File: src/rtl/seqtrk_pkg.sv
package seqtrk_pkg;

  typedef enum logic [1:0] {
    SEG_NONE = 2'd0,
    SEG_HEAD = 2'd1,
    SEG_BODY = 2'd2,
    SEG_TAIL = 2'd3
  } seg_kind_e;

  // strobes from control to datapath, one per tracker
  typedef struct packed {
    logic push;
    logic emit;
    logic linkOut;
  } trk_stb_t;

endpackage

File: src/rtl/seqtrk_table.sv
module seqtrk_table
  import seqtrk_pkg::*;
#(
  parameter int N_TRK = 2,
  parameter int IDX_W = 6,
  parameter int DLY_W = 4,
  parameter int TRK_W = 1
) (
  input  logic             clk,
  input  logic             rst,
  input  logic             wrEn,
  input  logic [TRK_W-1:0] wrTrk,
  input  logic [IDX_W-1:0] wrAddr,
  input  logic [1:0]       wrKind,
  input  logic [IDX_W-1:0] wrNext,
  input  logic [DLY_W-1:0] wrDelay,
  input  logic             wrLink,
  input  logic [IDX_W-1:0] rdIdx,
  output seg_kind_e        rdKind  [N_TRK],
  output logic [IDX_W-1:0] rdNext  [N_TRK],
  output logic [DLY_W-1:0] rdDelay [N_TRK],
  output logic             rdLink  [N_TRK]
);

  localparam int ENTRIES = 2 ** IDX_W;

  for (genvar t = 0; t < N_TRK; t++) begin : g_trk
    seg_kind_e        kindMem  [ENTRIES];
    logic [IDX_W-1:0] nextMem  [ENTRIES];
    logic [DLY_W-1:0] delayMem [ENTRIES];
    logic             linkMem  [ENTRIES];
    logic             selThis;

    assign selThis = wrEn && (wrTrk == TRK_W'(t));

    always_ff @(posedge clk) begin
      if (rst) begin
        for (int e = 0; e < ENTRIES; e++) kindMem[e] <= SEG_NONE;
      end else if (selThis) begin
        kindMem[wrAddr] <= seg_kind_e'(wrKind);
      end
    end

    always_ff @(posedge clk) begin
      if (selThis) begin
        nextMem[wrAddr]  <= wrNext;
        delayMem[wrAddr] <= wrDelay;
        linkMem[wrAddr]  <= wrLink;
      end
    end

    assign rdKind[t]  = kindMem[rdIdx];
    assign rdNext[t]  = nextMem[rdIdx];
    assign rdDelay[t] = delayMem[rdIdx];
    assign rdLink[t]  = linkMem[rdIdx];
  end

endmodule

File: src/rtl/seqtrk_dpath.sv
module seqtrk_dpath
  import seqtrk_pkg::*;
#(
  parameter int N_TRK = 2,
  parameter int IDX_W = 6,
  parameter int DLY_W = 4,
  parameter int DEPTH = 16
) (
  input  logic                   clk,
  input  logic                   rst,
  input  logic [IDX_W-1:0]       curIdx,
  input  logic                   curValid,
  input  trk_stb_t               stb       [N_TRK],
  input  logic [IDX_W-1:0]       pushNext  [N_TRK],
  input  logic [DLY_W-1:0]       pushDelay [N_TRK],
  output logic                   headHit   [N_TRK],
  output logic [N_TRK*DEPTH-1:0] occVec
);

  for (genvar t = 0; t < N_TRK; t++) begin : g_line
    logic [DEPTH-1:0] vldQ, vldD;
    logic [IDX_W-1:0] idxQ [DEPTH];
    logic [IDX_W-1:0] idxD [DEPTH];

    // shift toward stage 0, then let a new prediction claim its stage
    always_comb begin
      for (int s = 0; s < DEPTH - 1; s++) begin
        vldD[s] = vldQ[s+1];
        idxD[s] = idxQ[s+1];
      end
      vldD[DEPTH-1] = 1'b0;
      idxD[DEPTH-1] = '0;
      if (stb[t].push) begin
        vldD[pushDelay[t]] = 1'b1;
        idxD[pushDelay[t]] = pushNext[t];
      end
    end

    always_ff @(posedge clk) begin
      if (rst) vldQ <= '0;
      else     vldQ <= vldD;
    end

    always_ff @(posedge clk) begin
      for (int s = 0; s < DEPTH; s++) idxQ[s] <= idxD[s];
    end

    assign headHit[t] = curValid && vldQ[0] && (idxQ[0] == curIdx);
    assign occVec[t*DEPTH +: DEPTH] = vldQ;
  end

endmodule

File: src/rtl/seqtrk_ctrl.sv
module seqtrk_ctrl
  import seqtrk_pkg::*;
#(
  parameter int N_TRK = 2,
  parameter int IDX_W = 6
) (
  input  logic             clk,
  input  logic             rst,
  input  logic [IDX_W-1:0] curIdx,
  input  logic             curValid,
  input  seg_kind_e        rdKind  [N_TRK],
  input  logic             rdLink  [N_TRK],
  input  logic             headHit [N_TRK],
  output trk_stb_t         stb     [N_TRK],
  output logic [IDX_W-1:0] longIdx,
  output logic             longValid
);

  logic [N_TRK-1:0] linkBus;
  logic [N_TRK-1:0] emitVec;

  for (genvar t = 0; t < N_TRK; t++) begin : g_lnk
    assign linkBus[t] = headHit[t] && rdLink[t] && (rdKind[t] != SEG_NONE);
  end

  for (genvar t = 0; t < N_TRK; t++) begin : g_dec
    logic [N_TRK-1:0] others;
    logic             linkIn;
    logic             advance;

    always_comb begin
      others    = linkBus;
      others[t] = 1'b0;
    end

    assign linkIn  = |others;
    assign advance = curValid && (headHit[t] || linkIn);

    assign stb[t].push    = curValid && ((rdKind[t] == SEG_HEAD) ||
                                         ((rdKind[t] == SEG_BODY) && advance));
    assign stb[t].emit    = advance && (rdKind[t] == SEG_TAIL);
    assign stb[t].linkOut = linkBus[t];
    assign emitVec[t]     = stb[t].emit;
  end

  always_ff @(posedge clk) begin
    if (rst) begin
      longValid <= 1'b0;
      longIdx   <= '0;
    end else begin
      longValid <= |emitVec;
      if (|emitVec) longIdx <= curIdx;
    end
  end

endmodule

File: src/rtl/seqtrk_top.sv
module seqtrk_top
  import seqtrk_pkg::*;
#(
  parameter int N_TRK = 2,
  parameter int IDX_W = 6,
  parameter int DLY_W = 4,
  localparam int DEPTH = 2 ** DLY_W,
  localparam int TRK_W = (N_TRK > 1) ? $clog2(N_TRK) : 1
) (
  input  logic             clk,
  input  logic             rst,
  input  logic [IDX_W-1:0] curIdx,
  input  logic             curValid,
  input  logic             wrEn,
  input  logic [TRK_W-1:0] wrTrk,
  input  logic [IDX_W-1:0] wrAddr,
  input  logic [1:0]       wrKind,
  input  logic [IDX_W-1:0] wrNext,
  input  logic [DLY_W-1:0] wrDelay,
  input  logic             wrLink,
  output logic [IDX_W-1:0] longIdx,
  output logic             longValid
);

  seg_kind_e        rdKind  [N_TRK];
  logic [IDX_W-1:0] rdNext  [N_TRK];
  logic [DLY_W-1:0] rdDelay [N_TRK];
  logic             rdLink  [N_TRK];
  logic             headHit [N_TRK];
  trk_stb_t         stb     [N_TRK];
  logic [N_TRK*DEPTH-1:0] occVec;
  logic [N_TRK-1:0] pushVec;
  logic [N_TRK-1:0] tailVec;

  seqtrk_table #(
    .N_TRK(N_TRK), .IDX_W(IDX_W), .DLY_W(DLY_W), .TRK_W(TRK_W)
  ) u_table (
    .clk(clk), .rst(rst),
    .wrEn(wrEn), .wrTrk(wrTrk), .wrAddr(wrAddr), .wrKind(wrKind),
    .wrNext(wrNext), .wrDelay(wrDelay), .wrLink(wrLink),
    .rdIdx(curIdx),
    .rdKind(rdKind), .rdNext(rdNext), .rdDelay(rdDelay), .rdLink(rdLink)
  );

  seqtrk_dpath #(
    .N_TRK(N_TRK), .IDX_W(IDX_W), .DLY_W(DLY_W), .DEPTH(DEPTH)
  ) u_dpath (
    .clk(clk), .rst(rst),
    .curIdx(curIdx), .curValid(curValid),
    .stb(stb), .pushNext(rdNext), .pushDelay(rdDelay),
    .headHit(headHit), .occVec(occVec)
  );

  seqtrk_ctrl #(
    .N_TRK(N_TRK), .IDX_W(IDX_W)
  ) u_ctrl (
    .clk(clk), .rst(rst),
    .curIdx(curIdx), .curValid(curValid),
    .rdKind(rdKind), .rdLink(rdLink), .headHit(headHit),
    .stb(stb), .longIdx(longIdx), .longValid(longValid)
  );

  for (genvar t = 0; t < N_TRK; t++) begin : g_obs
    assign pushVec[t] = stb[t].push;
    assign tailVec[t] = (rdKind[t] == SEG_TAIL);
  end

endmodule

File: config.mk
export PLATFORM = sky130hd
export DESIGN_NAME = seqtrk_top
export DESIGN_NICKNAME = d
export VERILOG_FILES = /design/src/rtl/seqtrk_pkg.sv /design/src/rtl/seqtrk_table.sv /design/src/rtl/seqtrk_dpath.sv /design/src/rtl/seqtrk_ctrl.sv /design/src/rtl/seqtrk_top.sv
export SDC_FILE = /design/constraint.sdc
export NUM_CORES = 2
export LEC_CHECK = 0
export BUFFER_PORTS_ARGS = -buffer_cell sky130_fd_sc_hd__clkbuf_2
export CAP_MARGIN = 20
export CORE_MARGIN = 8
export CORE_UTILIZATION = 63
export DETAILED_ROUTE_END_ITERATION = 16
export PLACE_DENSITY = 0.79
export SYNTH_ARGS = -nofsm -noshare
export SYNTH_HDL_FRONTEND = slang
export SYNTH_SLANG_ARGS = --single-unit
File: constraint.sdc
create_clock -name clk -period 6.49 [get_ports clk]
set_clock_uncertainty 0.2 [all_clocks]
set_input_delay 1.298 -clock clk [delete_from_list [all_inputs] [get_ports clk]]
set_output_delay 1.298 -clock clk [all_outputs]
set_load 0.02 [all_outputs]
# [Word level (Yosys, flattened, before mapping)]
# Memories as Yosys holds them, arrays and structs flattened.
# Cells that the tools add are included.
# W data, S select, Z words.
[word_totals] ff_bits=39 ram_bits=1856 in_bits=30 word_cells=102 memories=10
[mem_list] name="u_table.g_trk[0].nextMem" words=64 width=6 rd=1 rd_ports_with_merged_regs=0 wr=1 line="seqtrk_table.sv:29" text="logic [IDX_W-1:0] nextMem [ENTRIES];"
[mem_list] name="u_table.g_trk[1].nextMem" words=64 width=6 rd=1 rd_ports_with_merged_regs=0 wr=1 line="seqtrk_table.sv:29"
[mem_list] name="u_table.g_trk[0].delayMem" words=64 width=4 rd=1 rd_ports_with_merged_regs=0 wr=1 line="seqtrk_table.sv:30" text="logic [DLY_W-1:0] delayMem [ENTRIES];"
[mem_list] name="u_table.g_trk[1].delayMem" words=64 width=4 rd=1 rd_ports_with_merged_regs=0 wr=1 line="seqtrk_table.sv:30"
[mem_list] name="u_table.g_trk[0].kindMem" words=64 width=2 rd=1 rd_ports_with_merged_regs=0 wr=64 line="seqtrk_table.sv:28" text="seg_kind_e kindMem [ENTRIES];"
[mem_list] name="u_table.g_trk[1].kindMem" words=64 width=2 rd=1 rd_ports_with_merged_regs=0 wr=64 line="seqtrk_table.sv:28"
[mem_list] name="+4 memories"
[classes] magnitude_cmp=8 n_eq_ne=8 mux=30 bitwise=7 n_reduce_logical=33
[ops] operator="$bwmux W96" n=2
[ops] operator="$mux W96" n=2
[ops] operator="$demux W6 S4" n=2
[ops] operator="$or A15 B16 Y16" n=2
[ops] operator="$mux W15" n=2
[ops] operator="$mux W6" n=4
[ops] operator="$logic_and A1 B1 Y1" n=22
[ops] operator="$mux W1" n=14
[ops] operator="$eq A6 B6 Y1" n=2
[ops] operator="$ge A5 B5 Y1 const B" n=2
[ops] operator="$lt A4 B5 Y1 const B" n=2
[ops] operator="$lt A5 B1 Y1 const B" n=2
[ops] operator="$not A4 Y5" n=2
[ops] operator="$reduce_or A2 Y1" n=5
[ops] operator="$demux W1 S4" n=2
[ops] operator="$eq A2 B2 Y1 const B" n=4
[ops] operator="$ge A4 B1 Y1 const B" n=2
[ops] operator="$eq A2 B1 Y1 const B" n=2
[ops] operator="$logic_or A1 B1 Y1" n=4
[ops] operator="$mux W2" n=2
[ops] operator="$reduce_bool A2 Y1" n=2
[ops] operator="$not A1 Y1" n=3

# [Longest topological paths before layout]
# An unclocked memory read counts as a cell.
[logic_depth] ltp_word=12 ltp_mapped=16 mapped_depth_nobuf=8

# [Cells and area by module]
# From an unflattened synthesis, not the netlist that was laid out.
[unflattened] hier_cells=3933 area_unflattened_um2=74123.6
[by_module_without_submodules] mod="seqtrk_table" n_inst=1 cells_each=3333 area_per_inst_um2=66186.0 seq_area_each_um2=49967.9
[by_module_without_submodules] mod="seqtrk_dpath" n_inst=1 cells_each=558 area_per_inst_um2=7537.2 seq_area_each_um2=4484.3
[by_module_without_submodules] mod="seqtrk_ctrl" n_inst=1 cells_each=42 area_per_inst_um2=400.4 seq_area_each_um2=140.1

# [Worst setup path before layout]
# Ideal clock, no wire load.
[synth_path] path_kind="input to register" start="input port curIdx[2]" end="memory u_dpath.g_line[0].idxQ[7][0], in the netlist u_dpath.g_line[0].idxQ[0][42]" setup_time_ps=121 arrival_time_ps=4621 setup_slack_ps=1547 cell_stages=11 path_cell_list="buf_4 buf_2 buf_2 buf_2 buf_2 buf_2 buf_1 mux4_2 mux4_2 buf_2 mux2_4"
[synth_rtl] element="start: declaration" line="seqtrk_top.sv:12" text="input logic [IDX_W-1:0] curIdx,"
[synth_rtl] element="end: declaration" line="seqtrk_dpath.sv:22" text="logic [IDX_W-1:0] idxQ [DEPTH];"

==> impl_results.md <==
- Status: finished, final reports clean
- Complex-gate fraction of the synthesized area: 1.91%
- CTS resizes: 0
- CP Max Fanout: 45
- Worst EP arrival: 5.86 ns
- Vias in the first global route: 40300
- CTS Buf Count: 180
- DP Cell Count: 5409
- Die Wd: 360 um
- Final Hold Viols: 0
- Area contributors post-synth: edfxtp_1 67%, mux4_2 14%, dfxtp_1 6.2%
- FMAX: 0.187 GHz
- H-tree depth reported by CTS: 4
- DR WL/cell: 33.4 um
- Die Y: 360 um
- Largest family of logic cells by synthesized area: multiplexers
- HPWL after DPL: 117 mm
- Least-Margin Pin Slew: 1.13 ns
- Cells after Synth: 3911
- IO Count: 37
- RSZ-0062 raised after global routing: false
- Placer congestion estimate: 0.967
- Post-CTS Hold Buffers: 0
- Crit path required time: 7.01 ns
- Post-route insts no fill: 5750
- Worst skew pair latency: 0.83 ns
- Fillers: 6793
- Xor/xnor share of the synthesized area: 0.153%
- Hold Path Depth: 2
- Synth Register Bits: 1895
- Post-layout nets: 4087
- Initial core utilization: 63.3%
- CP Class: input port to register
- CTS tree: built
- Area growth from synthesis to final layout: 10.9%
- Syn avg cell area: 19.1 um2
- WL final: 192 mm
- GRT Util Overall: 29.5%
- Synth top area share: 67.0%
- Ys Warns: 0
- Worst Reg2Reg Path Length in Cells: 7
- Largest net degree at the start of global routing: 91
- Fin. max-slew vios: 0
- Post-synthesis mux area share: 17.4%
- Adder-cell share of the synthesized area: 0%
- Max VDD drop: 0.000307 V
- Clk buf depth: 3
- Final Setup Violations: 0
- Post-route design area: 0.0826 mm2
- Post-CTS setup buffers: 0
- R2R Setup Slk: 2.14 ns
- Pre-CTS setup slack: 0.485 ns
- Yosys cell types: 67
- EDFF count, synth: 1664
- Layout cells sized above 1: 29.8%
- Placed Instance Area: 0.0770 mm2
- Final Cycle Share: 82.3%
- Routed Antenna Nets: 0
- First-pass GRT wire length: 278 mm
- Max-cap violation count: 0
- Clock Sinks: 1895
- Gr ovfl total: 0
- Ys async rst share: 0%
- 1st-iter DRT viols: 5869
- P per Cell Area: 304 mW/mm2
- Final min period: 5.34 ns
- Top FF cell, synth: edfxtp_1
- DR pass1 iterations: 8
- FP Rows: 126
- Relative slew slack: 24.3%
- Cell Area, Synth: 0.0745 mm2
- DRC: 0
- Top-count cell post-synth: edfxtp_1
- Antenna violations before repair: 11
- Worst Setup End Kind: register
- Vias per cell: 6.95
- Final WS setup: 1.15 ns
- TNS Setup: 0 ns
- Leakage: 27.1 nW
- Routed via count: 39900
- CTS Root Cell: clkbuf_16
- Final Power: 25.1 mW
- CP Launch Type: input port
- Die area: 0.130 mm2
- Core area: 0.118 mm2
- Syn nets: 3941
- Most instantiated cells after synthesis: 1664 x edfxtp_1, 452 x mux4_2, 295 x nor2_1
- Min-delay worst type: register to register
- Clock transition at the registers of the reported paths: 0.06 ns
- Port-buffer cells: 36
- Sequential fraction of the synthesis area: 73.2%
- Post-synth top area cell: edfxtp_1
- Simple-gate portion of the synthesized area: 5.38%
-- stage by stage --
| stage | utilization (%) | hold slack [ns] |
|---|---|---|
| floorplan | - | 0.211 |
| global placement | 65.4 | 0.214 |
| detailed placement | 65.4 | 0.223 |
| CTS | 70.1 | 0.228 |
| global route | 70.2 | 0.233 |
| finish | 70.2 | 0.228 |
-- area by class of cell --
cell class | count | area, um2 | area share (%)
sequential | 1895 | 54600 | 66.1
multi-input combinational | 1709 | 18600 | 22.5
clock buffer | 240 | 4810 | 5.82
tap | 1536 | 1920 | 2.33
timing repair buffer | 207 | 1700 | 2.06
clock inverter | 90 | 774 | 0.937
inverter | 64 | 240 | 0.291
antenna | 9 | 22.5 | 0.0273
-- layout by cell type, fill, tap and decap left out, types with 88 or more instances in the layout --
| master | instances |
|---|---|
| or2_2 | 88 |
| nor2_1 | 277 |
| edfxtp_1 | 1664 |
| clkbuf_16 | 181 |
| buf_4 | 170 |
| nand2_1 | 111 |
| mux2_2 | 190 |
| mux4_2 | 452 |
| nor3_1 | 103 |
| dfxtp_1 | 231 |
-- kinds of logic after synthesis --
logic type                Yosys count
xor gates and xnor gates           13
muxes                             704
and+or+nand+nor                   799
DFF                              1895
buffers and inverters             307
AOI/OAI and AO/OA                 193
-- state kept, by name, indices dropped and copies added, names as in the netlist --
signal / cells
u_ctrl.longValid: 1
u_ctrl.longIdx: 6
u_table.g_trk.delayMem: 512
u_dpath.g_line.idxQ: 192
u_table.g_trk.nextMem: 768
u_table.g_trk.kindMem: 256
u_table.g_trk.linkMem: 128
u_dpath.g_line.vldQ: 32
-- final timing paths --
path                                          from                             to
setup / recovery                         curIdx[0]  u_dpath.g_line[1].idxQ[0][13]
hold / removal           u_dpath.g_line[1].vldQ[8]      u_dpath.g_line[1].vldQ[7]
setup reg to reg  u_table.g_trk[1].delayMem[23][2]  u_dpath.g_line[1].idxQ[0][13]
hold reg to reg          u_dpath.g_line[1].vldQ[8]      u_dpath.g_line[1].vldQ[7]
-- where the power goes --
group          internal, mW  leakage, nW  switching (mW)
Sequential             13.5         17.0          0.0788
Combinational         0.590         7.47           0.956
Clock                  5.46         2.71            4.57
Total                  19.5         27.1            5.61
-- critical path, cell delays in order --
cell	delay (ns)
buf_8	0.42
buf_12	0.29
mux4_2	0.52
mux2i_1	0.56
a221oi_1	0.27
a32oi_1	0.66
o221ai_1	0.54
or4_1	0.83
mux2_2	0.34
-- routing by layer --
metal	share of wire (%)	routed length (um)	vias up	global-route usage [%]
met5	0.021	41	-	0
met4	5.1	9900	6	13.5
met3	12	23200	550	7.16
met2	48	93200	3054	47.5
met1	34	66000	20500	38.4
li1	-	-	15800	-
Note: power is estimated with default switching activity, not from simulation.
